==> src/rtl/owd_pkg.sv <==
package owd_pkg;
   typedef enum logic [1:0] {
      SR_IDLE = 2'd0,
      SR_GAP  = 2'd1,
      SR_LOW  = 2'd2,
      SR_SPD  = 2'd3
   } sr_state_e;
endpackage

==> src/rtl/owd_line_sync.sv <==
module owd_line_sync #(
   parameter int STAGES = 2
) (
   input  logic clk,
   input  logic rst_n,
   input  logic pad_in,
   output logic line,
   output logic fall,
   output logic rise
);
   if (STAGES < 1) begin : g_bad_stages
      $error("owd_line_sync: STAGES must be at least 1");
   end

   logic [STAGES-1:0] sq;
   logic              line_d;

   if (STAGES == 1) begin : g_one
      always_ff @(posedge clk or negedge rst_n)
         if (!rst_n) sq <= 1'b1;
         else        sq <= pad_in;
   end else begin : g_chain
      always_ff @(posedge clk or negedge rst_n)
         if (!rst_n) sq <= '1;
         else        sq <= {sq[STAGES-2:0], pad_in};
   end

   always_ff @(posedge clk or negedge rst_n)
      if (!rst_n) line_d <= 1'b1;
      else        line_d <= line;

   assign line = sq[STAGES-1];
   assign fall = line_d & ~line;
   assign rise = ~line_d & line;
endmodule

==> src/rtl/owd_cell.sv <==
module owd_cell #(
   parameter int BYTE_W    = 8,
   parameter int SAMPLE_AT = 10,
   parameter int TX_HOLD   = 13
) (
   input  logic              clk,
   input  logic              rst_n,
   input  logic              clr,
   input  logic              fall,
   input  logic              line,
   input  logic              tx_load,
   input  logic [BYTE_W-1:0] tx_byte,
   output logic [BYTE_W-1:0] rx_byte,
   output logic              rx_valid,
   output logic              tx_done,
   output logic              drv_low,
   output logic              drv_high
);
   localparam int CW  = $clog2(TX_HOLD + 1);
   localparam int BCW = (BYTE_W > 2) ? $clog2(BYTE_W) : 1;

   if (SAMPLE_AT < 2 || SAMPLE_AT >= TX_HOLD) begin : g_bad_sample
      $error("owd_cell: SAMPLE_AT must lie in 2..TX_HOLD-1");
   end
   if (BYTE_W < 2) begin : g_bad_width
      $error("owd_cell: BYTE_W must be at least 2");
   end

   logic              active, cell_tx, cell_bit, tx_busy;
   logic [CW-1:0]     cyc;
   logic [BYTE_W-1:0] tx_sh, rx_sh;
   logic [BCW-1:0]    tx_cnt, rx_cnt;

   always_ff @(posedge clk or negedge rst_n) begin
      if (!rst_n) begin
         active <= 1'b0;  cyc <= '0;  cell_tx <= 1'b0;  cell_bit <= 1'b0;
         tx_sh <= '0;  tx_busy <= 1'b0;  tx_cnt <= '0;  tx_done <= 1'b0;
         rx_sh <= '0;  rx_cnt <= '0;  rx_byte <= '0;  rx_valid <= 1'b0;
         drv_low <= 1'b0;  drv_high <= 1'b0;
      end else if (clr) begin
         active <= 1'b0;  cyc <= '0;  cell_tx <= 1'b0;  cell_bit <= 1'b0;
         tx_sh <= '0;  tx_busy <= 1'b0;  tx_cnt <= '0;  tx_done <= 1'b0;
         rx_sh <= '0;  rx_cnt <= '0;  rx_valid <= 1'b0;
         drv_low <= 1'b0;  drv_high <= 1'b0;
      end else begin
         rx_valid <= 1'b0;
         tx_done  <= 1'b0;
         if (tx_load && !tx_busy) begin
            tx_sh   <= tx_byte;
            tx_busy <= 1'b1;
            tx_cnt  <= '0;
         end
         if (fall) begin
            active   <= 1'b1;
            cyc      <= CW'(1);
            cell_tx  <= tx_busy;
            cell_bit <= tx_sh[BYTE_W-1];
            drv_low  <= tx_busy & ~tx_sh[BYTE_W-1];
            drv_high <= 1'b0;
         end else if (active) begin
            cyc <= cyc + CW'(1);
            if (cyc == CW'(SAMPLE_AT) && !cell_tx) begin
               rx_sh <= {rx_sh[BYTE_W-2:0], line};
               if (rx_cnt == BCW'(BYTE_W-1)) begin
                  rx_byte  <= {rx_sh[BYTE_W-2:0], line};
                  rx_valid <= 1'b1;
                  rx_cnt   <= '0;
               end else begin
                  rx_cnt <= rx_cnt + BCW'(1);
               end
            end
            if (cyc == CW'(TX_HOLD-1)) begin
               drv_low  <= 1'b0;
               drv_high <= cell_tx & ~cell_bit;
            end
            if (cyc == CW'(TX_HOLD)) begin
               drv_high <= 1'b0;
               active   <= 1'b0;
               if (cell_tx) begin
                  tx_sh <= {tx_sh[BYTE_W-2:0], 1'b0};
                  if (tx_cnt == BCW'(BYTE_W-1)) begin
                     tx_busy <= 1'b0;
                     tx_done <= 1'b1;
                  end else begin
                     tx_cnt <= tx_cnt + BCW'(1);
                  end
               end
            end
         end
      end
   end


   tx_low_window_chk: assert property (@(posedge clk) disable iff (!rst_n)
      drv_low |-> (active && cyc < CW'(TX_HOLD)));

   cell_speedup_order_chk: assert property (@(posedge clk) disable iff (!rst_n)
      $rose(drv_high) |-> $past(drv_low));

   tx_one_quiet_chk: assert property (@(posedge clk) disable iff (!rst_n)
      drv_low |-> (cell_tx && !cell_bit));
endmodule

==> src/rtl/owd_sync_resp.sv <==
module owd_sync_resp
   import owd_pkg::*;
#(
   parameter int DET_LEN = 128,
   parameter int GAP_LEN = 16,
   parameter int LOW_LEN = 128
) (
   input  logic clk,
   input  logic rst_n,
   input  logic clr,
   input  logic line,
   input  logic rise,
   output logic start,
   output logic busy,
   output logic drv_low,
   output logic drv_high
);
   localparam int LCW  = $clog2(DET_LEN + 1);
   localparam int MAXP = (GAP_LEN > LOW_LEN) ? GAP_LEN : LOW_LEN;
   localparam int PCW  = $clog2(MAXP + 1);

   if (DET_LEN < 2 || GAP_LEN < 1 || LOW_LEN < 1) begin : g_bad_len
      $error("owd_sync_resp: lengths out of range");
   end

   sr_state_e      state;
   logic [LCW-1:0] low_cnt;
   logic [PCW-1:0] pc;

   assign start    = (state == SR_IDLE) && rise && (low_cnt == LCW'(DET_LEN));
   assign busy     = (state != SR_IDLE);
   assign drv_low  = (state == SR_LOW);
   assign drv_high = (state == SR_SPD);

   always_ff @(posedge clk or negedge rst_n) begin
      if (!rst_n) begin
         state <= SR_IDLE;  low_cnt <= '0;  pc <= '0;
      end else if (clr) begin
         state <= SR_IDLE;  low_cnt <= '0;  pc <= '0;
      end else begin
         if (busy || line)                   low_cnt <= '0;
         else if (low_cnt != LCW'(DET_LEN))  low_cnt <= low_cnt + LCW'(1);
         case (state)
            SR_IDLE: if (start) begin state <= SR_GAP; pc <= '0; end
            SR_GAP:
               if (pc == PCW'(GAP_LEN-1)) begin state <= SR_LOW; pc <= '0; end
               else pc <= pc + PCW'(1);
            SR_LOW:
               if (pc == PCW'(LOW_LEN-1)) begin state <= SR_SPD; pc <= '0; end
               else pc <= pc + PCW'(1);
            default: state <= SR_IDLE;
         endcase
      end
   end


   sr_low_len_chk: assert property (@(posedge clk) disable iff (!rst_n)
      (state == SR_LOW) |-> (pc < PCW'(LOW_LEN)));

   sr_speedup_order_chk: assert property (@(posedge clk) disable iff (!rst_n)
      $rose(drv_high) |-> $past(drv_low));

   sr_entry_chk: assert property (@(posedge clk) disable iff (!rst_n)
      (state == SR_GAP && $past(state) == SR_IDLE) |-> ($past(low_cnt) == LCW'(DET_LEN)));
endmodule

==> src/rtl/owd_target.sv <==
module owd_target #(
   parameter int SYNC_STAGES = 2,
   parameter int BYTE_W      = 8,
   parameter int SAMPLE_AT   = 10,
   parameter int TX_HOLD     = 13,
   parameter int SYNC_DET    = 128,
   parameter int SYNC_GAP    = 16,
   parameter int SYNC_LOW    = 128
) (
   input  logic              clk,
   input  logic              rst_n,
   input  logic              soft_rst,
   input  logic              pad_in,
   output logic              drive_en,
   output logic              drive_val,
   output logic              halt_mode,
   input  logic              tx_load,
   input  logic [BYTE_W-1:0] tx_byte,
   output logic              tx_done,
   output logic [BYTE_W-1:0] rx_byte,
   output logic              rx_valid
);
   if (SYNC_DET <= TX_HOLD + SYNC_STAGES + 1) begin : g_bad_det
      $error("owd_target: SYNC_DET must exceed a transmit low period");
   end

   logic line, fall, rise;
   logic sr_start, sr_busy, sr_low, sr_high;
   logic c_low, c_high;
   logic halt_q;

   owd_line_sync #(.STAGES(SYNC_STAGES)) u_sync (
      .clk(clk), .rst_n(rst_n), .pad_in(pad_in),
      .line(line), .fall(fall), .rise(rise)
   );

   owd_sync_resp #(.DET_LEN(SYNC_DET), .GAP_LEN(SYNC_GAP), .LOW_LEN(SYNC_LOW)) u_resp (
      .clk(clk), .rst_n(rst_n), .clr(soft_rst), .line(line), .rise(rise),
      .start(sr_start), .busy(sr_busy), .drv_low(sr_low), .drv_high(sr_high)
   );

   owd_cell #(.BYTE_W(BYTE_W), .SAMPLE_AT(SAMPLE_AT), .TX_HOLD(TX_HOLD)) u_cell (
      .clk(clk), .rst_n(rst_n), .clr(soft_rst | sr_start),
      .fall(fall & ~sr_busy), .line(line),
      .tx_load(tx_load), .tx_byte(tx_byte),
      .rx_byte(rx_byte), .rx_valid(rx_valid), .tx_done(tx_done),
      .drv_low(c_low), .drv_high(c_high)
   );

   always_ff @(posedge clk)
      if (!rst_n || soft_rst) halt_q <= ~pad_in;

   assign halt_mode = halt_q;
   assign drive_en  = c_low | c_high | sr_low | sr_high;
   assign drive_val = c_high | sr_high;


   drive_val_needs_en_chk: assert property (@(posedge clk) disable iff (!rst_n)
      drive_val |-> drive_en);

   single_source_chk: assert property (@(posedge clk) disable iff (!rst_n)
      $onehot0({c_low, c_high, sr_low, sr_high}));

   mode_hold_chk: assert property (@(posedge clk) disable iff (!rst_n)
      ($past(rst_n) && !soft_rst && !$past(soft_rst)) |-> $stable(halt_mode));
endmodule

==> config.mk <==
export PLATFORM = sky130hd
export DESIGN_NAME = owd_target
export DESIGN_NICKNAME = d
export VERILOG_FILES = /design/src/rtl/owd_pkg.sv /design/src/rtl/owd_line_sync.sv /design/src/rtl/owd_cell.sv /design/src/rtl/owd_sync_resp.sv /design/src/rtl/owd_target.sv
export SDC_FILE = /design/constraint.sdc
export NUM_CORES = 1
export LEC_CHECK = 0
export BUFFER_PORTS_ARGS = -buffer_cell sky130_fd_sc_hd__buf_2
export CAP_MARGIN = 10
export CORE_MARGIN = 2
export CORE_UTILIZATION = 54
export CTS_CLUSTER_DIAMETER = 30
export DETAILED_ROUTE_END_ITERATION = 10
export HOLD_SLACK_MARGIN = 0.02
export PLACE_DENSITY = 0.76
export SLEW_MARGIN = 30
export SYNTH_ARGS = -nofsm -noshare
export SYNTH_HDL_FRONTEND = slang
export SYNTH_HIERARCHICAL = 1
export SYNTH_SLANG_ARGS = --single-unit
==> constraint.sdc <==
create_clock -name clk -period 2.8 [get_ports clk]
set_input_delay 0 -clock clk [delete_from_list [all_inputs] [get_ports clk]]
set_output_delay 0 -clock clk [all_outputs]
set_load 0.005 [all_outputs]
==> results by group <==
Status
  • Run status: finished clean

Cells and area
  • Diodes inserted: 0
  • Filler instances: 451
  • Non-Filler Instances: 429
  • Layout cells sized above 1: 22.6%
  • Syn-to-layout area delta: 16.5%
  • Final #Nets: 379

Floorplan
  • Die X: 81.9 um
  • Initial Utilization: 55.6%
  • IO Pins: 26
  • # rows: 28
  • Core area: 0.00589 mm2
  • Die H: 81.9 um
  • Die Footprint: 0.00670 mm2

Place
  • Port bufs: 25
  • Hpwl dp: 4470 um
  • Final GP Congestion: 0.837
  • Placed instance count: 403

Synthesis
  • Syn Area/Cell: 10.7 um2
  • Number of synthesized flops with an enable pin: 1
  • Yosys cell types: 52
  • Syn_nets: 335
  • Prevailing post-synth register cell: dfrtp_1
  • Post-synthesis cell area: 0.00327 mm2
  • Post-Syn Instances: 306
  • Synth Register Bits: 63
  • Async set-reset flop share out of synthesis: 98.4%
  • Synth warn: 6
  • Sequential fraction of the synthesis area: 48.4%

GRT
  • First-pass GRT wire length: 11400 um
  • Total track usage: 22.6%
  • Total grt overflow: 0
  • Pin count of the biggest net entering global routing: 37
  • Antenna violations before repair: 0
  • Vias in the first global route: 2512

STA
  • Setup TNS: 0 ns
  • Setup violations, final: 0
  • WHS: 0.0677 ns
  • Tmin final: 2.70 ns
  • Fmax: 0.370 GHz
  • Tcrit/Tclk final: 96.6%
  • Final Max Tran Viols: 0
  • Clock Skew: 0.00871 ns
  • Slew @ Worst Pin: 0.681 ns
  • RSZ-0062 raised after global routing: false
  • Slew HR: 54.2%
  • Final Hold Viols: 0

Power
  • Pwr Density: 515 mW/mm2
  • Tot Pwr: 0.00196 W
  • LEAKAGE: 1.78 nW
  • Peak VDD IR: 326 uV

Drt
  • Drt first pass iters: 4
  • Met2 WL: 3320 um
  • Vias per std cell: 5.73
  • Max Used Layer: met4
  • Starting DRT DRC Count: 107
  • Final ANT Viol Nets: 0
  • Met3 Wirelength: 314 um
  • DRC viols: 0
  • Via count: 2457
  • DR WL/cell: 15.6 um
  • Met1 wire length: 2930 um
  • Routed WL: 6700 um

Setup path
  • Crit. End Element: flip-flop
  • CP Launch Type: flip-flop
  • Slowest cell on crit path: or4_4
  • Critical Path AT: 2.93 ns
  • Cell family with most CP delay: simple AND/OR/NAND/NOR gates
  • Buf/Inv on CP: 0
  • Critical path cell sequence: and2b_2, and2_1, and3_1, or2_2, or2_1, or4_4, mux2_4
  • Max incr delay on CP: 0.64 ns
  • Worst EP required: 3.02 ns
  • Critical setup path kind: flip-flop to flip-flop
  • CP Max Fanout: 9

Clock network
  • Root buf cell: clkbuf_8
  • CTS Buf Count: 9
  • CTS tree: built
  • Skew-Pair Late Insertion Delay: 0.34 ns
  • Max clock buf depth: 2
  • H-tree Lvls: 3
  • Num Clock Sinks: 63
  • Clock Pin Slew Worst Setup and Hold Paths: 0.07 ns

Flow run
  • Maxcap violations: 0

Worst hold path
  • Worst min path class: input port to flip-flop
==> cell usage in the layout (no fill, tap or decap), types with 6 or more instances in the layout <==
| cell type | instances |
|---|---|
| dfrtp_1 | 59 |
| nand2_1 | 40 |
| buf_2 | 25 |
| nor2_1 | 20 |
| ha_1 | 16 |
| mux2i_1 | 15 |
| inv_1 | 13 |
| buf_4 | 12 |
| dlygate4sd3_1 | 11 |
| clkbuf_8 | 10 |
| a31oi_1 | 8 |
| nand3_1 | 8 |
| mux2_4 | 8 |
| or2_2 | 7 |
| nor2b_1 | 7 |
| a21oi_1 | 7 |
| o31ai_1 | 7 |
| xor2_1 | 7 |
| o2111ai_1 | 6 |
==> sequential cells by signal, summed over array words and instances, names as in the netlist, 2 cells and up <==
register	flops
u_resp/pc	8
u_cell/cyc	4
u_resp/state	2
u_cell/rx_byte	8
u_resp/low_cnt	8
u_cell/rx_cnt	3
u_sync/sq	2
u_cell/tx_cnt	3
u_cell/rx_sh	7
u_cell/tx_sh	8
==> synth_stat cells (6+ instances only) <==
library cell	number	area share, %
a21oi_1	7	1.1
a31oi_1	8	1.5
clkbuf_1	7	0.80
dfrtp_1	59	45
ha_1	16	6.1
inv_1	13	1.5
mux2_4	8	3.7
mux2i_1	15	4.6
nand2_1	40	4.6
nand3_1	8	1.2
nor2_1	20	2.3
nor2b_1	7	1.3
o2111ai_1	6	1.6
o31ai_1	7	1.6
or2_2	7	1.3
xor2_1	7	1.9
==> stage by stage <==
step           setup slack (ns)  cell area (um2)  utilization (%)
6_report                 0.0958             3810             64.8
3_5_place_dp              0.104             3490             59.3
3_3_place_gp              0.159             3490             59.3
5_1_grt                  0.0392             3810             64.8
4_1_cts                  0.0995             3810             64.8
2_1_floorplan            0.0377             3270                -
==> kinds of logic after synthesis <==
logic type / share of synthesized area (%)
compound gates: 10.8
xor+xnor: 2.41
fa+ha+maj: 6.11
buf+inv: 4.59
flops: 48.4
mux: 9.29
simple gates: 18.4
==> routing by layer <==
layer,GRT usage (%),up-vias
met2,38.1,63
met1,27.5,1213
met4,9.33,0
met3,5.60,12
met5,0,-
li1,-,1169
==> tightest hold or removal path: cells and delay by family <==
family,cells,cell delay (ns)
buf+inv,1,0.15
mux,1,0.12
simple gates,1,0.09
==> report_power, final <==
group | internal, W | leakage (nW) | switching [W]
clock | 0.000518 | 0.109 | 0.000332
sequential | 0.000935 | 0.857 | 0.0000206
combinational | 0.0000654 | 0.815 | 0.0000929
total | 0.00152 | 1.78 | 0.000445
==> area by class of cell <==
type | instances | area (um2) | area share (%)
sequential | 63 | 1590 | 41.6
multi-input combinational | 214 | 1550 | 40.5
clock inverter | 4 | 70.1 | 1.84
inverter | 14 | 52.6 | 1.38
clock buffer | 11 | 141 | 3.71
tap | 75 | 93.8 | 2.46
timing repair buffer | 48 | 325 | 8.53
==> what timing repair did <==
item,4_1_cts,5_1_grt
endpoints found under the setup margin,0,0
buffers inserted,0,0
hold buffers,11,0
resized for setup,0,0
hold endpoints to repair,74,0
==> worst paths after layout <==
path / cells past startpoint / start / slack [ns] / endpoint
worst max-delay path: 7 / u_sync/line_d / 0.1 / u_cell/rx_byte[2]
worst min-delay path: 3 / soft_rst / 0.07 / u_resp/state[0]
worst max register to register: 7 / u_sync/line_d / 0.1 / u_cell/rx_byte[2]
worst min register to register: 0 / u_sync/sq[0] / 0.37 / u_sync/sq[1]
max in group asynchronous: 3 / rst_n / 2.18 / u_resp/pc[0]
min in group asynchronous: 3 / rst_n / 0.23 / u_cell/rx_byte[4]
(Power assumes the default switching activity.)
